File: src/rtl/dma_pkg.sv
package dma_pkg;
  typedef enum logic [1:0] {
    MODE_STEAL  = 2'b00,
    MODE_BURST  = 2'b01,
    MODE_TRANSP = 2'b10,
    MODE_RSVD   = 2'b11
  } mode_e;

  typedef enum logic [1:0] {
    S_IDLE = 2'd0,
    S_RD   = 2'd1,
    S_WR   = 2'd2,
    S_REL  = 2'd3
  } xfer_st_e;

  localparam logic [2:0] REG_MADDR = 3'd0;
  localparam logic [2:0] REG_DADDR = 3'd1;
  localparam logic [2:0] REG_COUNT = 3'd2;
  localparam logic [2:0] REG_CTRL  = 3'd3;
  localparam logic [2:0] REG_STAT  = 3'd4;
endpackage

File: src/rtl/dma_regs.sv
module dma_regs
  import dma_pkg::*;
#(
  parameter int AW = 32,
  parameter int CW = 16
) (
  input  logic          clk_i,
  input  logic          rst_ni,
  input  logic          reg_we_i,
  input  logic [2:0]    reg_addr_i,
  input  logic [31:0]   reg_wdata_i,
  output logic [31:0]   reg_rdata_o,
  input  logic          word_done_i,
  input  logic          xfer_end_i,
  output logic [AW-1:0] maddr_o,
  output logic [AW-1:0] daddr_o,
  output logic          dir_o,
  output mode_e         mode_o,
  output logic          start_o,
  output logic          last_o,
  output logic          irq_o
);
  localparam int WW = CW - 2;

  logic [AW-1:0] maddr_q, daddr_q;
  logic [WW-1:0] cnt_q;
  logic          dir_q, ie_q, busy_q, done_q;
  mode_e         mode_q;

  logic cfg_wr, start_req, zero_start, clr_done;
  assign cfg_wr     = reg_we_i & ~busy_q;
  assign start_req  = cfg_wr && (reg_addr_i == REG_CTRL) && reg_wdata_i[0];
  assign start_o    = start_req && (cnt_q != '0);
  assign zero_start = start_req && (cnt_q == '0);
  assign clr_done   = reg_we_i && (reg_addr_i == REG_STAT) && reg_wdata_i[1];

  always_ff @(posedge clk_i or negedge rst_ni) begin
    if (!rst_ni) begin
      maddr_q <= '0;
      daddr_q <= '0;
      cnt_q   <= '0;
      dir_q   <= 1'b0;
      ie_q    <= 1'b0;
      mode_q  <= MODE_STEAL;
      busy_q  <= 1'b0;
      done_q  <= 1'b0;
    end else begin
      if (cfg_wr && reg_addr_i == REG_MADDR) maddr_q <= reg_wdata_i[AW-1:0];
      else if (word_done_i)                  maddr_q <= maddr_q + AW'(4);

      if (cfg_wr && reg_addr_i == REG_DADDR) daddr_q <= reg_wdata_i[AW-1:0];

      if (cfg_wr && reg_addr_i == REG_COUNT) cnt_q <= reg_wdata_i[CW-1:2];
      else if (word_done_i)                  cnt_q <= cnt_q - WW'(1);

      if (cfg_wr && reg_addr_i == REG_CTRL) begin
        dir_q  <= reg_wdata_i[1];
        mode_q <= mode_e'(reg_wdata_i[3:2]);
        ie_q   <= reg_wdata_i[4];
      end

      if (start_o)         busy_q <= 1'b1;
      else if (xfer_end_i) busy_q <= 1'b0;

      if (xfer_end_i || zero_start) done_q <= 1'b1;
      else if (clr_done)            done_q <= 1'b0;
    end
  end

  always_comb begin
    unique case (reg_addr_i)
      REG_MADDR: reg_rdata_o = 32'(maddr_q);
      REG_DADDR: reg_rdata_o = 32'(daddr_q);
      REG_COUNT: reg_rdata_o = 32'({cnt_q, 2'b00});
      REG_CTRL:  reg_rdata_o = {27'd0, ie_q, mode_q, dir_q, 1'b0};
      REG_STAT:  reg_rdata_o = {30'd0, done_q, busy_q};
      default:   reg_rdata_o = '0;
    endcase
  end

  assign maddr_o = maddr_q;
  assign daddr_o = daddr_q;
  assign dir_o   = dir_q;
  assign mode_o  = mode_q;
  assign last_o  = (cnt_q == WW'(1));
  assign irq_o   = done_q & ie_q;

  p_step_busy_r4: assert property (@(posedge clk_i) disable iff (!rst_ni)
    word_done_i |-> (busy_q && cnt_q != '0));

  p_cfg_frozen_r12: assert property (@(posedge clk_i) disable iff (!rst_ni)
    busy_q |=> ($stable(daddr_q) && $stable(mode_q) && $stable(dir_q) && $stable(ie_q)));

  p_zero_start_r7: assert property (@(posedge clk_i) disable iff (!rst_ni)
    zero_start |=> (!busy_q && done_q));
endmodule

File: src/rtl/dma_bus_gate.sv
module dma_bus_gate
  import dma_pkg::*;
(
  input  logic  want_i,
  input  mode_e mode_i,
  input  logic  bus_grant_i,
  input  logic  cpu_mem_active_i,
  output logic  bus_req_o,
  output logic  go_o
);
  logic cpu_clear;
  // transparent mode only moves data on cycles the CPU leaves idle
  assign cpu_clear = (mode_i != MODE_TRANSP) || !cpu_mem_active_i;
  assign bus_req_o = want_i;
  assign go_o      = want_i && bus_grant_i && cpu_clear;
endmodule

File: src/rtl/dma_engine.sv
module dma_engine
  import dma_pkg::*;
#(
  parameter int AW = 32,
  parameter int DW = 32
) (
  input  logic          clk_i,
  input  logic          rst_ni,
  input  logic          start_i,
  input  logic          last_i,
  input  logic          dir_i,
  input  mode_e         mode_i,
  input  logic          go_i,
  input  logic [AW-1:0] maddr_i,
  input  logic [AW-1:0] daddr_i,
  output logic          want_o,
  output logic          word_done_o,
  output logic          xfer_end_o,
  output logic          mem_valid_o,
  output logic          mem_we_o,
  output logic [AW-1:0] mem_addr_o,
  output logic [DW-1:0] mem_wdata_o,
  input  logic          mem_ready_i,
  input  logic [DW-1:0] mem_rdata_i,
  output logic          dev_valid_o,
  output logic          dev_we_o,
  output logic [AW-1:0] dev_addr_o,
  output logic [DW-1:0] dev_wdata_o,
  input  logic          dev_ready_i,
  input  logic [DW-1:0] dev_rdata_i
);
  xfer_st_e      st_q;
  logic [DW-1:0] data_q;
  logic          src_ready, dst_ready, rd_hs;
  logic [DW-1:0] src_data;

  // dir 1: memory is the source
  assign src_ready = dir_i ? mem_ready_i : dev_ready_i;
  assign dst_ready = dir_i ? dev_ready_i : mem_ready_i;
  assign src_data  = dir_i ? mem_rdata_i : dev_rdata_i;

  assign want_o      = (st_q == S_RD) || (st_q == S_WR);
  assign rd_hs       = (st_q == S_RD) && go_i && src_ready;
  assign word_done_o = (st_q == S_WR) && go_i && dst_ready;
  assign xfer_end_o  = word_done_o && last_i;

  always_comb begin
    mem_valid_o = 1'b0;
    mem_we_o    = 1'b0;
    dev_valid_o = 1'b0;
    dev_we_o    = 1'b0;
    if (st_q == S_RD) begin
      if (dir_i) mem_valid_o = go_i;
      else       dev_valid_o = go_i;
    end else if (st_q == S_WR) begin
      if (dir_i) begin dev_valid_o = go_i; dev_we_o = 1'b1; end
      else       begin mem_valid_o = go_i; mem_we_o = 1'b1; end
    end
  end

  assign mem_addr_o  = maddr_i;
  assign dev_addr_o  = daddr_i;
  assign mem_wdata_o = data_q;
  assign dev_wdata_o = data_q;

  always_ff @(posedge clk_i or negedge rst_ni) begin
    if (!rst_ni) begin
      st_q   <= S_IDLE;
      data_q <= '0;
    end else begin
      if (rd_hs) data_q <= src_data;
      unique case (st_q)
        S_IDLE: if (start_i) st_q <= S_RD;
        S_RD:   if (rd_hs)   st_q <= S_WR;
        S_WR: begin
          if (word_done_o) begin
            if (last_i)                                           st_q <= S_IDLE;
            else if (mode_i == MODE_BURST || mode_i == MODE_TRANSP) st_q <= S_RD;
            else                                                  st_q <= S_REL;
          end
        end
        S_REL:  st_q <= S_RD;
        default: st_q <= S_IDLE;
      endcase
    end
  end

  p_one_side_r2: assert property (@(posedge clk_i) disable iff (!rst_ni)
    !(mem_valid_o && dev_valid_o));

  p_steal_gap_r8: assert property (@(posedge clk_i) disable iff (!rst_ni)
    (mode_i == MODE_STEAL && word_done_o && !last_i) |=> !want_o);

  p_burst_hold_r9: assert property (@(posedge clk_i) disable iff (!rst_ni)
    (mode_i == MODE_BURST && want_o && !xfer_end_o) |=> want_o);
endmodule

File: src/rtl/dma_ctrl.sv
module dma_ctrl
  import dma_pkg::*;
#(
  parameter int AW = 32,
  parameter int DW = 32,
  parameter int CW = 16
) (
  input  logic          clk_i,
  input  logic          rst_ni,
  input  logic          reg_we_i,
  input  logic [2:0]    reg_addr_i,
  input  logic [31:0]   reg_wdata_i,
  output logic [31:0]   reg_rdata_o,
  output logic          irq_o,
  output logic          bus_req_o,
  input  logic          bus_grant_i,
  input  logic          cpu_mem_active_i,
  output logic          mem_valid_o,
  output logic          mem_we_o,
  output logic [AW-1:0] mem_addr_o,
  output logic [DW-1:0] mem_wdata_o,
  input  logic          mem_ready_i,
  input  logic [DW-1:0] mem_rdata_i,
  output logic          dev_valid_o,
  output logic          dev_we_o,
  output logic [AW-1:0] dev_addr_o,
  output logic [DW-1:0] dev_wdata_o,
  input  logic          dev_ready_i,
  input  logic [DW-1:0] dev_rdata_i
);
  logic [AW-1:0] maddr, daddr;
  logic          dir, start, last, go, want, word_done, xfer_end;
  mode_e         mode;

  dma_regs #(.AW(AW), .CW(CW)) u_regs (
    .clk_i, .rst_ni, .reg_we_i, .reg_addr_i, .reg_wdata_i, .reg_rdata_o,
    .word_done_i(word_done), .xfer_end_i(xfer_end),
    .maddr_o(maddr), .daddr_o(daddr), .dir_o(dir), .mode_o(mode),
    .start_o(start), .last_o(last), .irq_o
  );

  dma_bus_gate u_gate (
    .want_i(want), .mode_i(mode), .bus_grant_i, .cpu_mem_active_i,
    .bus_req_o, .go_o(go)
  );

  dma_engine #(.AW(AW), .DW(DW)) u_eng (
    .clk_i, .rst_ni, .start_i(start), .last_i(last), .dir_i(dir), .mode_i(mode),
    .go_i(go), .maddr_i(maddr), .daddr_i(daddr), .want_o(want),
    .word_done_o(word_done), .xfer_end_o(xfer_end),
    .mem_valid_o, .mem_we_o, .mem_addr_o, .mem_wdata_o, .mem_ready_i, .mem_rdata_i,
    .dev_valid_o, .dev_we_o, .dev_addr_o, .dev_wdata_o, .dev_ready_i, .dev_rdata_i
  );

  p_grant_needed_r11: assert property (@(posedge clk_i) disable iff (!rst_ni)
    (mem_valid_o || dev_valid_o) |-> (bus_req_o && bus_grant_i));

  p_transp_idle_r10: assert property (@(posedge clk_i) disable iff (!rst_ni)
    (mode == MODE_TRANSP && (mem_valid_o || dev_valid_o)) |-> !cpu_mem_active_i);
endmodule

File: config.mk
export PLATFORM = sky130hd
export DESIGN_NAME = dma_ctrl
export DESIGN_NICKNAME = d
export VERILOG_FILES = /design/src/rtl/dma_pkg.sv /design/src/rtl/dma_regs.sv /design/src/rtl/dma_bus_gate.sv /design/src/rtl/dma_engine.sv /design/src/rtl/dma_ctrl.sv
export SDC_FILE = /design/constraint.sdc
export NUM_CORES = 1
export LEC_CHECK = 0
export ABC_AREA = 1
export BUFFER_PORTS_ARGS = -buffer_cell sky130_fd_sc_hd__buf_2
export CORE_MARGIN = 2
export CORE_UTILIZATION = 54
export CTS_CLUSTER_DIAMETER = 150
export DETAILED_ROUTE_END_ITERATION = 6
export PLACE_DENSITY = 0.88
export SYNTH_ARGS = -nofsm -noshare
export SYNTH_HDL_FRONTEND = slang
export SYNTH_SLANG_ARGS = --single-unit
File: constraint.sdc
create_clock -name clk_i -period 3.7 [get_ports clk_i]
set_input_delay 0.185 -clock clk_i [delete_from_list [all_inputs] [get_ports clk_i]]
set_output_delay 0.185 -clock clk_i [all_outputs]
set_load 0.03 [all_outputs]
== After elaboration in Yosys (flattened, before gate mapping) ==
Cells that the tools add are included.

* Input port bits: 106
* Word-level logic and storage cells: 89
* Register bits: 118

* Reduce and logical (&&, ||, !) cells: 30
* Multiplexer cells: 30
* Equality and inequality tests: 14
* Bitwise logic cells: 3
* Add/sub/neg operators: 2

{| class="wikitable"
|+ Operators with widths
! operator !! number
|-
| 32-bit one-hot mux with 5 select lines || 1
|-
| 32-bit 2-to-1 mux || 3
|-
| 32-bit by 3-bit adder with 32-bit output, second input constant || 1
|-
| 14-bit 2-to-1 mux || 2
|-
| 1-bit 2-to-1 mux || 18
|-
| 1-bit logical AND || 16
|-
| 14-bit by 1-bit == test with 1-bit output, second input constant || 1
|-
| 14-bit zero test || 1
|-
| 14-bit nonzero test || 1
|-
| 14-bit by 1-bit subtractor with 14-bit output, second input constant || 1
|-
| 2-bit 2-to-1 mux || 5
|-
| 2-bit one-hot mux with 4 select lines || 1
|-
| 2-bit nonzero test || 4
|-
| 2-bit == test, second input constant || 3
|-
| 3-bit by 2-bit == test with 1-bit output, second input constant || 2
|-
| 2-bit by 1-bit == test with 1-bit output, second input constant || 2
|-
| 1-bit logical OR || 4
|-
| 2-bit by 1-bit != test with 1-bit output, second input constant || 2
|-
| 2-bit != test, second input constant || 2
|-
| 3-bit by 1-bit == test with 1-bit output, second input constant || 1
|-
| 3-bit == test, second input constant || 1
|-
| 3-bit zero test || 1
|-
| 3-bit AND reduction || 1
|-
| 1-bit bitwise AND || 2
|-
| 3 further kinds || 3
|}

== Logic depth before layout (Yosys ltp) ==
* Depth in word-level cells: 9
* Depth in mapped cells: 11
* Gate-level depth less buffers: 10

== Modules after synthesis ==
Synthesis repeated with hierarchy kept, for this count alone.

* Cells, all modules: 1078
* Area total of the unflattened synthesis: 7916.3 sq um

{| class="wikitable"
|+ By module, submodules not included
! module !! area an instance (sq um) !! times used !! cells each
|-
| dma_regs || 5227.5 || 1 || 746
|-
| dma_engine || 2657.5 || 1 || 325
|-
| dma_bus_gate || 31.3 || 1 || 7
|}

== Least setup slack after synthesis ==
Ideal clock, no wire load.

* Path type: reg-to-output
* Start: register u_eng.st_q[0]
* End: output mem_valid_o
* Cell stages (with the launch flop): 7
* Slack: 1464 ps
* Data arrival time: 2051 ps
* Path through: dfrtp_1 -> inv_1 -> ha_1 -> inv_1 -> nor3_1 -> inv_1 -> a21oi_1

* Cells in the longest elaborated chain, start to end: 7
* Elaborated cells on any way between the ends: 9
* Classes of those cells: eq/ne: 2; mux: 4; reduce/logical: 3

{| class="wikitable"
|+ Ends and longest elaborated chain
! what !! RTL line !! RTL
|-
| start: declaration || dma_engine.sv:32 || <nowiki>xfer_st_e st_q;</nowiki>
|-
| start signal: assignment || dma_engine.sv:68 || <nowiki>st_q <= S_IDLE;</nowiki>
|-
| start signal: assignment || dma_engine.sv:73 || <nowiki>S_IDLE: if (start_i) st_q <= S_RD;</nowiki>
|-
| start signal: assignment || dma_engine.sv:74 || <nowiki>S_RD: if (rd_hs) st_q <= S_WR;</nowiki>
|-
| 2-bit by 1-bit == test with 1-bit output or 2-bit == test (tied branches) || dma_engine.sv:42, dma_engine.sv:52, dma_engine.sv:55 ||
|-
| 1-bit logical OR || dma_engine.sv:42 || <nowiki>assign want_o = (st_q == S_RD) || (st_q == S_WR);</nowiki>
|-
| 1-bit logical AND (2 in series) || dma_bus_gate.sv:15 || <nowiki>assign go_o = want_i && bus_grant_i && cpu_clear;</nowiki>
|-
| 1-bit 2-to-1 mux || dma_engine.sv:56 || <nowiki>if (dir_i) begin dev_valid_o = go_i; dev_we_o = 1'b1; end</nowiki>
|-
| 1-bit 2-to-1 mux || dma_engine.sv:55 || <nowiki>end else if (st_q == S_WR) begin</nowiki>
|-
| 1-bit 2-to-1 mux * || dma_engine.sv:52 || <nowiki>if (st_q == S_RD) begin</nowiki>
|-
| end: declaration || dma_ctrl.sv:18 || <nowiki>output logic mem_valid_o,</nowiki>
|}

Mark *: on every way between the ends. The rest lies on a longest branch, timed or not.

== Final worst setup path ==
* Start: register u_regs.dir_q, in the netlist u_regs.dir_o
* End: output dev_valid_o

* Cells in the longest elaborated chain, start to end: 3
* Elaborated cells on any way between the ends: 4
* Classes of those cells: mux: 4

{| class="wikitable"
|+ Ends and longest elaborated chain
! what !! RTL line !! RTL
|-
| start: declaration || dma_regs.sv:27 || <nowiki>logic dir_q, ie_q, busy_q, done_q;</nowiki>
|-
| start signal: assignment || dma_regs.sv:57 || <nowiki>dir_q <= reg_wdata_i[1];</nowiki>
|-
| 1-bit 2-to-1 mux || dma_engine.sv:56 ||
|-
| 1-bit 2-to-1 mux || dma_engine.sv:55 ||
|-
| 1-bit 2-to-1 mux * || dma_engine.sv:52 ||
|-
| end: declaration || dma_ctrl.sv:24 || <nowiki>output logic dev_valid_o,</nowiki>
|}

Marks and branches as above.

==> reports/metrics.csv <==
stage;metric;value;unit
die;die_h;118;um
global_route;grt-ovfl-total;0;
cells_and_area;area_growth;26.8;%
global_route;grt_max_degree;65;
yosys;synth_edf_count;0;
die;die_w;118;um
hold_path;min_from;reg_wdata_i[30];
clock_tree;htreeDepth;4;
power_and_ir_drop;power_frac_seq;31.5;%
critical_path;cp_data_arrival_time;2.14;ns
global_route;grt_pass1_vias;7103;
yosys;synth_cell_types;37;
placed_design;gp_congestion;0.949;
die;core_area;12700;sq um
yosys;ys_seq_area_share;41.7;%
global_route;grt_usage;32.3;%
yosys;synthCells;957;
timing;finalSetupViolCount;0;
route;firstDrtPassIters;5;
route;wirelength;22600;um
clock_tree;cts_sinks;118;
yosys;synth_nets;1070;
yosys;async_flop_share;100;%
cells_and_area;layout.nets;1310;
timing;layout_min_cycle_time;2.32;ns
job;maxCapViolations;0;
timing;hold_viol_final;0;
timing;slew_headroom;42.6;%
critical_path;critPathMaxFanout;34;
power_and_ir_drop;p_comb_share;42.6;%
timing;fmaxAchievable;430;MHz
critical_path;r2r_slack;1.46;ns
timing;report.final.slew_viol_count;0;
power_and_ir_drop;p_per_area;727;nW/um^2
yosys;netlist_area;7080;sq um
route;drc_errors;0;
route;antenna_left;0;
outcome;outcome;completed;
critical_path;worstSetupPathType;register to output pin;
critical_path;worst_setup_path_start_kind;register;
die;num_rows;41;
route;wl_per_cell;16.3;um
critical_path;crit_path_cell_trace;inv_2 -> nor3_1 -> nand2_1 -> o21ai_0 -> buf_2;
yosys;ys.flop_type;dfrtp_1;
yosys;yosysWarnings;0;
clock_tree;cts_buffers;17;
placed_design;place.port_buffers;271;
timing;clock-skew-final;0.00783;ns
power_and_ir_drop;swShare;45.6;%
critical_path;reg2reg_depth;7;
power_and_ir_drop;switchingPower;2980;uW
global_route;grt_pass1_wl;35800;um
critical_path;reg2reg_to;u_regs.cnt_q[6]$_DFFE_PN0P_;
timing;worstMarginPinSlew;0.858;ns
die;dieArea;14000;sq um
timing;rsz0062_at_grt;no;
clock_tree;cts_tree;built;
hold_path;hold_depth;2;
clock_tree;cts_root_buf;clkbuf_16;
hold_path;min_to;u_regs.daddr_o[30]$_DFFE_PN0P_;
critical_path;slowest_stage;dfrtp_1;
timing;finalSetupTns;0;ns
route;vias_per_cell;5.42;
power_and_ir_drop;p_leak;0.00466;uW
timing;finalCritPeriodShare;62.8;%
placed_design;hpwl;16700;um
die;start_util;55.6;%
die;ios;272;
clock_tree;clk_pin_slew_worst_paths;0.05;ns
power_and_ir_drop;p_int;3550;uW
clock_tree;cts_resized;0;
global_route;antenna_found_initial;1;
yosys;ys_seq_elements;118;
power_and_ir_drop;peakVddDrop;0.000375;V
power_and_ir_drop;clock_power_share;25.9;%
cells_and_area;drive_gt1_share;28.8;%
clock_tree;cts_buffer_depth;2;
critical_path;rr_startpoint;u_eng.st_q[0]$_DFFE_PN0P_;
hold_path;hold_path_class;input port to register;
clock_tree;worstSkewPairLatency;0.42;ns
timing;hold_slack;0.0146;ns
yosys;synth.avg_cell_area;7.40;sq um
route;drtIter0Drc;690;
critical_path;crit_path_end_kind;output pin;
critical_path;crit_required;3.51;ns
critical_path;slowest_delay;0.63;ns
route;route.vias.total;7489;
==> worst max-delay path: cells and delay by family (launching register included) <==
family          cells  cell delay, ns
flops               1            0.63
compound gates      1            0.10
buf+inv             2            0.63
simple gates        2            0.36
==> cells in the final DEF (no fill, tap or decap), types with 6 or more instances in the layout <==
cell type,instances
xor2_1,17
ha_1,7
nand3_1,48
inv_1,86
dfrtp_1,118
nor2_1,101
a31oi_1,32
nand2_1,334
o21ai_1,9
o221ai_1,7
o211ai_1,25
o21ai_0,45
nor3_1,6
dlygate4sd3_1,9
buf_2,270
clkbuf_16,17
mux2_2,23
==> repair_timing <==
item,in CTS,in global routing
hold buffers,9,0
endpoints found under the setup margin,0,0
endpoints found under the hold margin,50,0
buffers inserted,0,0
==> per-stage QoR <==
step	total power [uW]	std cells	cell area [sq um]	setup slack, ns	util [%]
2_1_floorplan	4130	957	7080	1.46	-
3_3_place_gp	4760	1341	8280	1.43	65.1
3_5_place_dp	4810	1341	8280	1.38	65.1
4_1_cts	6510	1382	8970	1.37	70.5
5_1_grt	6850	1383	8980	1.20	70.6
6_report	6530	1383	8980	1.38	70.6
==> Yosys cell counts, types with 2 or more instances <==
cell type  instances  area [sq um]
nand3_1           48           240
nand2_4            2          22.5
buf_2             10          50.1
a21oi_1            2          10.0
inv_1             86           323
xnor2_1            2          17.5
nand4_1            3          18.8
o221ai_1           7          61.3
clkbuf_1          13          48.8
o21ai_0           45           225
nor3_1             6          30.0
mux2_2            23           259
ha_1               7          87.6
nor2_4             5          56.3
nor2_2             2          12.5
nand2_2            4          25.0
inv_2              4          15.0
o211ai_1          25           188
xor2_1            17           149
buf_4             38           285
a31oi_1           32           200
nor2_1           101           379
a22oi_1            3          22.5
nand2_1          334          1250
dfrtp_1          118          2950
o21ai_1            9          45.0
==> sequential cells by signal, indices dropped and copies added, names as in the netlist, 2 cells and up <==
| name | count |
|---|---|
| u_eng.st_q | 2 |
| u_regs.mode_o | 2 |
| u_regs.cnt_q | 14 |
| u_regs.daddr_o | 32 |
| u_regs.maddr_o | 32 |
| u_eng.dev_wdata_o | 32 |
==> layer usage <==
metal	GRT usage, %	wire, um	up-vias
met5	0	0	-
met4	17.6	959	0
met3	6.95	2010	68
met2	52.7	10700	422
met1	39.9	8870	3453
li1	-	-	3546
==> cell families after synthesis <==
family          after synthesis  synth area share [%]
buf+inv                     154                  10.5
compound gates              126                  11.0
xor+xnor                     19                  2.35
mux                          23                  3.66
fa+ha+maj                     7                  1.24
simple gates                510                  29.6
flops                       118                  41.7
==> area by class of cell <==
type,count,area (sq um)
Antenna cell,1,2.50
Inverter,91,344
Multi-Input combinational cell,685,3380
Timing Repair Buffer,284,1480
Tap cell,172,215
Sequential cell,118,2950
Fill cell,1082,3740
Clock inverter,9,124
Clock buffer,23,478
==> how the worst max path moves through the flow <==
stage / startpoint / endpoint / slack (ns) / cells after the start
3_5_place_dp: reg_addr_i[2] / u_regs.daddr_o[29]$_DFFE_PN0P_ / 1.38 / 6
2_1_floorplan: u_eng.st_q[0]$_DFFE_PN0P_ / mem_valid_o / 1.46 / 6
4_1_cts: u_regs.dir_o$_DFFE_PN0N_ / dev_valid_o / 1.37 / 5
6_report: u_regs.dir_o$_DFFE_PN0N_ / dev_valid_o / 1.38 / 5
5_1_grt: u_regs.dir_o$_DFFE_PN0N_ / dev_valid_o / 1.20 / 5
3_3_place_gp: reg_addr_i[2] / u_regs.daddr_o[29]$_DFFE_PN0P_ / 1.43 / 6
==> power groups by stage <==
stage	logic (uW)	clock network [uW]	registers, uW
2_1_floorplan	1590	0	2530
3_3_place_gp	2710	0	2050
3_5_place_dp	2750	0	2060
4_1_cts	2770	1700	2040
5_1_grt	2990	1770	2090
6_report	2780	1690	2060
No activity file was read; power rests on OpenSTA's default activity.
